==> config.mk <==
export PLATFORM = sky130hd
export DESIGN_NAME = osr_uart_rx
export DESIGN_NICKNAME = d
export VERILOG_FILES = /design/src/rtl/osr_uart_pkg.sv /design/src/rtl/osr_tick_gen.sv /design/src/rtl/osr_rx_capture.sv /design/src/rtl/osr_rx_fifo.sv /design/src/rtl/osr_uart_rx.sv
export SDC_FILE = /design/constraint.sdc
export NUM_CORES = 1
export LEC_CHECK = 0
export ABC_AREA = 1
export BUFFER_PORTS_ARGS = -buffer_cell sky130_fd_sc_hd__buf_2
export CAP_MARGIN = 20
export CORE_UTILIZATION = 45
export DETAILED_ROUTE_END_ITERATION = 6
export PLACE_DENSITY_LB_ADDON = 0.08
export SETUP_SLACK_MARGIN = 0.1
export SLEW_MARGIN = 20
export SYNTH_ARGS = -nofsm -noshare
export SYNTH_HDL_FRONTEND = slang
export SYNTH_HIERARCHICAL = 1
export SYNTH_SLANG_ARGS = --single-unit
==> constraint.sdc <==
create_clock -name clk -period 2.4 [get_ports clk]
set_input_delay 0.48 -clock clk [delete_from_list [all_inputs] [get_ports clk]]
set_output_delay 0.48 -clock clk [all_outputs]
set_load 0.005 [all_outputs]
==> src/rtl/osr_uart_pkg.sv <==
package osr_uart_pkg;
  localparam int OSR           = 3;
  localparam int DATA_W        = 8;
  localparam int STOP_SAMPLES  = 2;
  localparam int FRAME_SAMPLES = OSR * (DATA_W + 1) + STOP_SAMPLES;
  localparam int SCNT_W        = $clog2(FRAME_SAMPLES + 1);

  typedef enum logic {CAP_IDLE = 1'b0, CAP_BUSY = 1'b1} cap_state_e;

  // Shift-register position of the centre sample of data bit k
  function automatic int mid_pos(input int k);
    return FRAME_SAMPLES - 1 - (OSR * (k + 1) + OSR / 2);
  endfunction
endpackage

==> src/rtl/osr_tick_gen.sv <==
module osr_tick_gen #(
  parameter int DIV_W = 16
) (
  input  logic             clk,
  input  logic             rst,
  input  logic [DIV_W-1:0] div_val,
  output logic             tick
);
  logic [DIV_W-1:0] cnt;

  always_ff @(posedge clk) begin
    if (rst) begin
      cnt  <= '0;
      tick <= 1'b0;
    end else if (cnt == '0) begin
      cnt  <= div_val;
      tick <= 1'b1;
    end else begin
      cnt  <= cnt - 1'b1;
      tick <= 1'b0;
    end
  end
endmodule

==> src/rtl/osr_rx_capture.sv <==
module osr_rx_capture
  import osr_uart_pkg::*;
(
  input  logic              clk,
  input  logic              rst,
  input  logic              rx_en,
  input  logic              tick,
  input  logic              line_s,
  output logic              done,
  output logic [DATA_W-1:0] byte_o,
  output logic              busy
);
  cap_state_e               state;
  logic                     prev;
  logic [SCNT_W-1:0]        cnt;
  logic [FRAME_SAMPLES-1:0] sh;
  logic [FRAME_SAMPLES-1:0] sh_nx;
  logic [DATA_W-1:0]        byte_nx;

  assign sh_nx = {sh[FRAME_SAMPLES-2:0], line_s};
  assign busy  = (state == CAP_BUSY);

  for (genvar k = 0; k < DATA_W; k++) begin : g_pick
    assign byte_nx[k] = sh_nx[mid_pos(k)];
  end

  always_ff @(posedge clk) begin
    if (rst) prev <= 1'b1;
    else if (tick) prev <= line_s;
  end

  always_ff @(posedge clk) begin
    if (rst) begin
      state  <= CAP_IDLE;
      cnt    <= '0;
      sh     <= '0;
      done   <= 1'b0;
      byte_o <= '0;
    end else begin
      done <= 1'b0;
      if (!rx_en) begin
        state <= CAP_IDLE;
        cnt   <= '0;
      end else if (tick) begin
        case (state)
          CAP_IDLE: begin
            if (prev && !line_s) begin
              sh    <= sh_nx;
              cnt   <= SCNT_W'(1);
              state <= CAP_BUSY;
            end
          end
          default: begin
            sh <= sh_nx;
            if (cnt == SCNT_W'(FRAME_SAMPLES - 1)) begin
              done   <= 1'b1;
              byte_o <= byte_nx;
              cnt    <= '0;
              state  <= CAP_IDLE;
            end else begin
              cnt <= cnt + 1'b1;
            end
          end
        endcase
      end
    end
  end
endmodule

==> src/rtl/osr_rx_fifo.sv <==
module osr_rx_fifo #(
  parameter int WIDTH = 8,
  parameter int DEPTH = 8
) (
  input  logic             clk,
  input  logic             rst,
  input  logic             wr_en,
  input  logic [WIDTH-1:0] wr_data,
  input  logic             rd_en,
  input  logic             ovf_clr,
  output logic [WIDTH-1:0] rd_data,
  output logic             empty,
  output logic             full,
  output logic             ovf
);
  localparam int AW = $clog2(DEPTH);

  logic [WIDTH-1:0] mem [DEPTH];
  logic [AW:0]      wptr, rptr;
  logic             do_wr, do_rd;

  assign empty   = (wptr == rptr);
  assign full    = (wptr[AW] != rptr[AW]) && (wptr[AW-1:0] == rptr[AW-1:0]);
  assign do_wr   = wr_en && !full;
  assign do_rd   = rd_en && !empty;
  assign rd_data = mem[rptr[AW-1:0]];

  always_ff @(posedge clk) begin
    if (do_wr) mem[wptr[AW-1:0]] <= wr_data;
  end

  always_ff @(posedge clk) begin
    if (rst) begin
      wptr <= '0;
      rptr <= '0;
      ovf  <= 1'b0;
    end else begin
      if (do_wr) wptr <= wptr + 1'b1;
      if (do_rd) rptr <= rptr + 1'b1;
      if (wr_en && full) ovf <= 1'b1;
      else if (ovf_clr)  ovf <= 1'b0;
    end
  end
endmodule

==> src/rtl/osr_uart_rx.sv <==
module osr_uart_rx
  import osr_uart_pkg::*;
#(
  parameter int DIV_W      = 16,
  parameter int FIFO_DEPTH = 8
) (
  input  logic              clk,
  input  logic              rst,
  input  logic              rx_en,
  input  logic [DIV_W-1:0]  div_val,
  input  logic              rx_line,
  input  logic              rd_stb,
  input  logic              ovf_clr,
  output logic [DATA_W-1:0] rd_data,
  output logic              rx_avail,
  output logic              ovf_flag
);
  logic              sync_a, sync_b;
  logic              tick;
  logic              cap_done, cap_busy;
  logic [DATA_W-1:0] cap_byte;
  logic              fifo_empty, fifo_full;

  always_ff @(posedge clk) begin
    if (rst) begin
      sync_a <= 1'b1;
      sync_b <= 1'b1;
    end else begin
      sync_a <= rx_line;
      sync_b <= sync_a;
    end
  end

  osr_tick_gen #(.DIV_W(DIV_W)) u_tick (
    .clk(clk), .rst(rst), .div_val(div_val), .tick(tick)
  );

  osr_rx_capture u_cap (
    .clk(clk), .rst(rst), .rx_en(rx_en), .tick(tick), .line_s(sync_b),
    .done(cap_done), .byte_o(cap_byte), .busy(cap_busy)
  );

  osr_rx_fifo #(.WIDTH(DATA_W), .DEPTH(FIFO_DEPTH)) u_fifo (
    .clk(clk), .rst(rst), .wr_en(cap_done), .wr_data(cap_byte),
    .rd_en(rd_stb), .ovf_clr(ovf_clr), .rd_data(rd_data),
    .empty(fifo_empty), .full(fifo_full), .ovf(ovf_flag)
  );

  assign rx_avail = !fifo_empty;
endmodule

; ---- Word level (Yosys, flattened, before mapping)
; Memory sizes are Yosys's and may differ from the RTL's. A register that Yosys moved wholly into a read port is not among the register bits.
; Cells that the tools add are included.
[word_totals]
ff_bits = 68
inputBits = 22
memories = 1
ramBits = 64
[op_classes]
addsub = 4
mux = 17
eq_ne = 4
n_reduce_logical = 16
bitwise = 3
[mem_list]
columns = name, words, width, read_ports, rd_clocked_by_memory_dff, wr, line
row1 = u_fifo.mem, 8, 8, 1, 1, 1, osr_rx_fifo.sv:18  ; logic [WIDTH-1:0] mem [DEPTH];
[ops]
columns = cell, count
row1 = $mux 24, 2
row2 = $logic_not 16->1, 1
row3 = $mux 16, 1
row4 = $sub 16x1->16 const B, 1
row5 = $mux 5, 3
row6 = $mux 1, 9
row7 = $add 4x1->4 const B, 2
row8 = $mux 3, 2
row9 = $add 5x1->5 const B, 1
row10 = $eq 5x5->1 const B, 1
row11 = $logic_and 1x1->1, 5
row12 = $eq 4x4->1, 1
row13 = $reduce_and 4->1, 1
row14 = $reduce_bool 2->1, 2
row15 = $reduce_or 4->1, 1
row16 = $eq 3x3->1, 1
row17 = $logic_not 1->1, 3
row18 = $not 1->1, 3
row19 = $reduce_and 3->1, 1
row20 = $reduce_and 2->1, 1
row21 = $reduce_or 2->1, 1
row22 = $ne 1x1->1, 1

; ---- Depth between registers and ports, before layout
; Gate-level depths: netlist of the first run.
[logic_depth]
ltp_word = 6
ltp_mapped = 10

; ---- Cells and area by module
; The synthesis of the first run kept the hierarchy.
[by_module_without_submodules]
columns = module, seq_area_each_um2, area_per_inst_um2, cells_each, instances
row1 = osr_rx_fifo, 2162.1, 3195.6, 263, 1
row2 = osr_rx_capture, 800.8, 1788.0, 245, 1
row3 = osr_tick_gen, 340.3, 1102.3, 179, 1
row4 = osr_uart_rx, 40.0, 62.6, 8, 1

; ---- Worst setup path after synthesis of the first run
; OpenSTA, ideal clock, no wires.
[synth_path]
path_type = register to register
from = register u_fifo.wptr[0]
to = memory u_fifo.mem[6][0] (enable)
arrival_ns = 1.343
stages_incl_launch_ff = 9
period_less_slack_ns = 1.713
t_required_ns = 2.030
setup_time_ns = 0.370
setup_slack_ns = 0.687
path_cell_list = dfxtp_1 inv_2 nand2_2 nand2_2 nand4_4 nand2_4 inv_2 nand2_4 nor2_1
[synth_via]
elab_chain_cells = 6
[synth_lines]
columns = item, line
row1 = from (decl), osr_rx_fifo.sv:19  ; logic [AW:0] wptr, rptr;
row2 = from (signal assigned), osr_rx_fifo.sv:38  ; if (do_wr) wptr <= wptr + 1'b1;
row3 = $eq 3x3->1, osr_rx_fifo.sv:23  ; assign full = (wptr[AW] != rptr[AW]) && (wptr[AW-1:0] == rptr[AW-1:0]);
row4 = $logic_and 1x1->1, osr_rx_fifo.sv:23
row5 = $logic_not 1->1, osr_rx_fifo.sv:24  ; assign do_wr = wr_en && !full;
row6 = $logic_and 1x1->1, osr_rx_fifo.sv:24
row7 = $mux 1, osr_rx_fifo.sv:29  ; if (do_wr) mem[wptr[AW-1:0]] <= wr_data;
row8 = $mux 1 (not written as such), osr_rx_fifo.sv:29
row9 = to (decl), osr_rx_fifo.sv:18
; Several ways; a longest one is shown, not always the timed one.

==> results of run 1 <==
[metal layers]
| metal | GRT usage [%] | part of all wire [%] |
|---|---|---|
| met1 | 24.02 | 48 |
| met2 | 30.56 | 47 |
| met3 | 4.023 | 3.2 |
| met4 | 7.199 | 1.1 |
| met5 | 0 | 0 |
[sequential cells by signal, indices dropped and copies added, names as in the netlist, named ones only]
signal and flops:
u_cap/busy 1, u_fifo/rptr 4, u_cap/byte_o 8, u_cap/cnt 5, u_fifo/wptr 4, u_fifo/mem 64
u_cap/prev 1, sync_b 1, u_tick/tick 1, u_fifo/ovf 1, u_cap/sh 24, u_cap/done 1
u_tick/cnt 16, sync_a 1
[area by class of cell]
| class | count | share of cell area (%) |
|---|---|---|
| Sequential cell | 135 | 47.49 |
| Multi-Input combinational cell | 470 | 34.44 |
| Clock buffer | 20 | 6.202 |
| Timing Repair Buffer | 40 | 3.341 |
| Inverter | 60 | 3.199 |
| Tap cell | 176 | 3.128 |
| Clock inverter | 12 | 2.204 |
[per-stage QoR]
step	worst slack, ns	power [uW]	area, um2	hold WS, ns
after floorplan	0.6871	3444	6148	0.3795
after global placement	0.5339	3634	6449	0.3887
after detailed placement	0.4990	3650	6449	0.3959
after CTS	0.1964	6246	7041	0.2316
after global routing	0.1113	6516	7041	0.2320
final	0.2247	6187	7041	0.2467
[power by group through the flow]
stage	Clock, uW	Sequential (uW)	Combinational [uW]
floorplan	0	2600	845
global placement	0	2620	1020
detailed placement	0	2620	1030
CTS	2640	2570	1040
global route	2740	2580	1190
finish	2590	2570	1030
[critical path, delay by kind of cell, from the launching register on]
family	cells	cell delay (ns)
buffers and inverters	3	0.51
AND/OR/NAND/NOR	3	0.21
flip-flops	1	0.32
AO/OA/AOI/OAI	1	0.23
[cells by family after synthesis]
logic type | after synthesis
simple gates | 347
compound gates | 92
fa+ha+maj | 6
buf+inv | 90
xor+xnor | 9
flops | 135
mux | 16
[layout by cell type (no fill, tap or decap), drive strengths merged]
| cell | synthesis | final |
|---|---|---|
| nand2 | 159 | 159 |
| nor2 | 114 | 114 |
| dfxtp | 71 | 71 |
| edfxtp | 64 | 64 |
| inv | 59 | 59 |
| a21oi | 53 | 53 |
| nand3 | 40 | 40 |
| buf | 22 | 40 |
| nand3b | 29 | 29 |
| o21ai | 22 | 22 |
| clkbuf | 8 | 20 |
| mux2i | 16 | 16 |
| o22ai | 16 | 16 |
| ha | 6 | 6 |
| clkinvlp | 0 | 5 |
| xor2 | 5 | 5 |
| clkinv | 1 | 5 |
| xnor2 | 4 | 4 |
| bufinv | 0 | 3 |
| nand4 | 3 | 3 |
| nor3 | 2 | 2 |
| o211ai | 1 | 1 |
[worst max-delay path by stage]
stage          slack (ns)            from  cells after the start                to
2_1_floorplan        0.69  u_fifo/wptr[0]                      8  u_fifo/mem[6][0]
3_3_place_gp         0.53  u_fifo/wptr[0]                      6  u_fifo/mem[3][0]
3_5_place_dp         0.50  u_fifo/wptr[0]                      6  u_fifo/mem[3][6]
4_1_cts              0.20        register                      7        rd_data[2]
5_1_grt              0.11        register                      7        rd_data[2]
6_report             0.22        register                      7        rd_data[2]
==> out/summary.txt, run 1 <==
DP Cell Count -> 881
Initial antenna violation count -> 0
Filler cells -> 1219
Post-DRT Antenna Nets -> 0
Power share of the combinational group -> 16.7%
Die Y -> 118.9 um
Most common library cells after synthesis -> 142 x nand2_1, 101 x nor2_1, 71 x dfxtp_1
Vias in the first global route -> 4215
Non-Filler Instances -> 913
Cts repair resizes -> 0
Max-cap viol count -> 0
Compound-gate portion of the synthesized area -> 7.916%
Power Density -> 878.8 nW/um2
Reg2Reg Capture Point -> u_fifo/mem[3][6]
RSZ-0062 raised after global routing -> no
Routed wire per std cell -> 13.25 um
Syn_nets -> 723
Syn Std Cell Area -> 6148 um2
DR iter-0 viols -> 229
Cell variety after synth -> 32
DIE AREA -> 14130 um2
Clock slew at reported path FFs -> 0.06 ns
Internal power -> 4478 uW
Slew HR -> 52.00%
Setup TNS -> 0 ns
Area Overhead vs Synth -> 14.51%
Top post-synthesis cells by area -> edfxtp_1 31%, dfxtp_1 23%, nand2_1 8.7%, nor2_1 6.2%, a21oi_1 4.2%
Drt via density -> 4.986
Drt drc -> 0
Crit-path max FO -> 33
Post-synthesis sequential area ratio -> 54.38%
Ys Warns -> 6
Critical path class -> reg -> out
Die width -> 118.9 um
Routability congestion estimate -> 0.8043
Seq cells post-synth -> 135
Post-Synth XOR/XNOR Area -> 1.282%
IO Count -> 32
Worst Hold Path Cells -> 3
Peak VDD IR -> 0.5206 mV
Overall Global Routing Usage -> 18.61%
Post-DP HPWL -> 8126 um
Async S/R FF share, synth -> 0%
Hold Crit Start -> rx_line
Min-Delay Endpoint -> sync_a
Number of hold buffers added after CTS -> 0
Final period util -> 90.64%
R2r startpoint -> u_fifo/wptr[0]
Fmax -> 459.7 MHz
Largest family of logic cells by synthesized area -> simple AND/OR/NAND/NOR gates
R2R Setup Slk -> 0.50 ns
Sink Count -> 135
Fin. max-slew vios -> 0
Most numerous cell on the critical path -> nand2_1
Count leader, synth -> nand2_1
Critical path's largest stage delay -> 0.32 ns
TritonCTS buffer count -> 17
Crit-path cells -> buf_12 > inv_2 > nor2_1 > o22ai_1 > nand2_1 > nand2_1 > buf_2
H-tree depth -> 4
Final min period -> 2.175 ns
Number of flops mapped to enable cells by yosys -> 64
Simple-Gate Fraction of Synth Area -> 26.41%
Postcts setup bufs -> 0
Initial Util -> 46.25%
Worst Path Arrival -> 1.70 ns
R2R cell count -> 6
Top FF cell, synth -> dfxtp_1
Static leakage -> 0.002806 uW
Critical Path RT -> 1.92 ns
Port bufs -> 31
Slowest cell on crit path -> dfxtp_1
Max clock buf depth -> 2
Site row count -> 42
Critical path endpoint category -> output port
Proportion of synthesized area in mux cells -> 2.605%
Clk network pwr share -> 41.8%
Mapped Cells -> 695
DR pass1 iterations -> 4
Antenna cells -> 0
CTS tree -> done
Multi-input gate area -> 2425 um2
Worst-Margin Slew -> 0.7174 ns
Worst setup SP type -> register
Final setup violation count -> 0
Most area-hungry cell type in the Yosys netlist -> edfxtp_1
Clock Latency Late Sink -> 0.41 ns
Global-route wire length before repair -> 20380 um
Sw Pwr -> 1709 uW
Fin. Hold Viols -> 0
Core Util, Final -> 52.96%
Core area -> 13300 um2
Root buf cell -> clkbuf_16
Syn Area/Cell -> 8.847 um2
FF+latch area -> 3343 um2
Status -> completed
Synth Area in Adders -> 1.221%
Switching Share -> 27.62%
Grt total ovfl -> 0
Clk_skew -> 0.008681 ns
Post-synth top area share -> 31.26%
Nets@finish -> 752
Total vias in the final route -> 4552
Hold Crit Class -> in -> reg
Layout cells sized above 1 -> 15.33%
Final WL -> 12100 um
Sequential power share -> 41.5%
Pin count of the biggest net entering global routing -> 53
Power figures use the tool's default switching activity.
==> run 2, diff against run 1 <==
Settings changed: ABC_CLOCK_PERIOD_IN_PS from default to 2400, BUFFER_PORTS_ARGS -buffer_cell sky130_fd_sc_hd__buf_2 to -buffer_cell sky130_fd_sc_hd__buf_4, PLACE_DENSITY from default to 0.6, PLACE_DENSITY_LB_ADDON 0.08 to default.
==> out/summary.txt, run 2 (synthesized netlist as in run 1, its figures left out) <==
Power Density -> 867.0 nW/um2
Setup TNS -> 0 ns
Slew HR -> 59.34%
Critical path endpoint category -> output port
Final Hold Slack -> 0.2377 ns
Post-DP HPWL -> 8020 um
H-tree depth -> 4
DR pass1 iterations -> 5
Nets@finish -> 753
Overall Global Routing Usage -> 18.37%
Grt total ovfl -> 0
FF+latch area -> 3343 um2
Max clock buf depth -> 2
Most frequent cells in the layout -> 142 x nand2_1, 101 x nor2_1, 71 x dfxtp_1
Max-cap viol count -> 0
Most numerous cell on the critical path -> nand2_1
Worst Path Arrival -> 1.68 ns
Port bufs -> 31
Postcts setup bufs -> 0
Critical path class -> reg -> out
Hold Crit Start -> rx_line
Global-route wire length before repair -> 20220 um
Final min period -> 2.158 ns
Site row count -> 42
Critical Path RT -> 1.92 ns
Critical path's largest stage delay -> 0.35 ns
Fmax -> 463.5 MHz
Die width -> 118.9 um
Peak VDD IR -> 0.4917 mV
Clock Latency Late Sink -> 0.42 ns
Fin. Hold Viols -> 0
Most common cell after layout, fill and taps aside -> nand2_1
Die Y -> 118.9 um
Static leakage -> 0.002858 uW
Worst setup SP type -> register
Crit-path cells -> buf_12 > mux2i_1 > o22ai_1 > nand2_1 > nand2_1 > buf_4
Clock slew at reported path FFs -> 0.06 ns
Number of hold buffers added after CTS -> 0
Multi-input gate area -> 2425 um2
Layout cells sized above 1 -> 15.45%
Area Overhead vs Synth -> 16.04%
Drt via density -> 4.912
Crit-path max FO -> 33
Clk_skew -> 0.007828 ns
Non-Filler Instances -> 914
Pin count of the biggest net entering global routing -> 36
Initial Util -> 46.25%
DP Cell Count -> 882
Final period util -> 89.90%
IO Count -> 32
Post-DRT Antenna Nets -> 0
Filler cells -> 1206
RSZ-0062 raised after global routing -> no
Root buf cell -> clkbuf_16
Routed wire per std cell -> 12.88 um
Slowest cell on crit path -> dfxtp_1
Total vias in the final route -> 4490
Initial antenna violation count -> 0
Hold Crit Class -> in -> reg
CTS tree -> done
Core area -> 13300 um2
Vias in the first global route -> 4332
Fin. max-slew vios -> 0
Max FFs per register -> 64
Worst-Margin Slew -> 0.6076 ns
Drt drc -> 0
DIE AREA -> 14130 um2
Finished Cell Area -> 7134 um2
DP Area -> 6546 um2
Final setup violation count -> 0
Antenna cells -> 0
Final WL -> 11770 um
Sink Count -> 135
DR iter-0 viols -> 206
R2r startpoint -> u_fifo/wptr[0]
TritonCTS buffer count -> 17
Cts repair resizes -> 0
Status -> completed
Routability congestion estimate -> 0.8412
==> run 2: cell types whose count changed in the layout (fill, tap and decap cells not counted), sizes merged <==
cell / delta
clkinvlp: -4
clkinv: +6
buf: +1
inv: +1
clkbuf: -3
==> run 2: path summary, 6_finish.rpt <==
| check | end | slack [ns] | cells past startpoint |
|---|---|---|---|
| worst min register to register | sync_b | 0.41 | 2 |
| worst min-delay path | sync_a | 0.24 | 3 |
| worst max register to register | u_fifo/mem[5][6] | 0.58 | 6 |
| worst max-delay path | rd_data[6] | 0.24 | 6 |
==> run 2: power by group <==
group / switching, uW / internal [uW]
Clock: 931 / 1610
Sequential: 81.4 / 2490
Combinational: 687 / 384
Total: 1700 / 4490
==> run 2: critical path: cells and delay by family, from the launching register on <==
family / cells / cell delay, ns
muxes: 1 / 0.27
DFF: 1 / 0.35
buffers and inverters: 2 / 0.34
and+or+nand+nor: 2 / 0.17
AOI/OAI and AO/OA: 1 / 0.10
==> run 2: routing by layer <==
metal	vias to the layer above	track usage, %	share of wire, %
li1	2358	-	-
met1	2050	22.06	46
met2	68	30.70	49
met3	14	4.741	3.2
met4	0	8.782	1.5
met5	-	0	0
==> run 2: final cells by class <==
type / instances / area share, %
clock inverters: 15 / 2.245
repair buffers: 41 / 4.665
multi-input cells: 470 / 33.99
flip-flops and latches: 135 / 46.86
inverters: 60 / 3.192
well taps: 176 / 3.087
clock buffers: 17 / 5.963
==> run 2: through the flow <==
stage	total power (uW)	worst slack, ns	util [%]
6_report	6186	0.2424	53.66
5_1_grt	6510	0.1404	53.66
4_1_cts	6248	0.1733	53.64
3_5_place_dp	3685	0.5672	49.24
3_3_place_gp	3657	0.6279	49.24
2_1_floorplan	3444	0.6871	-
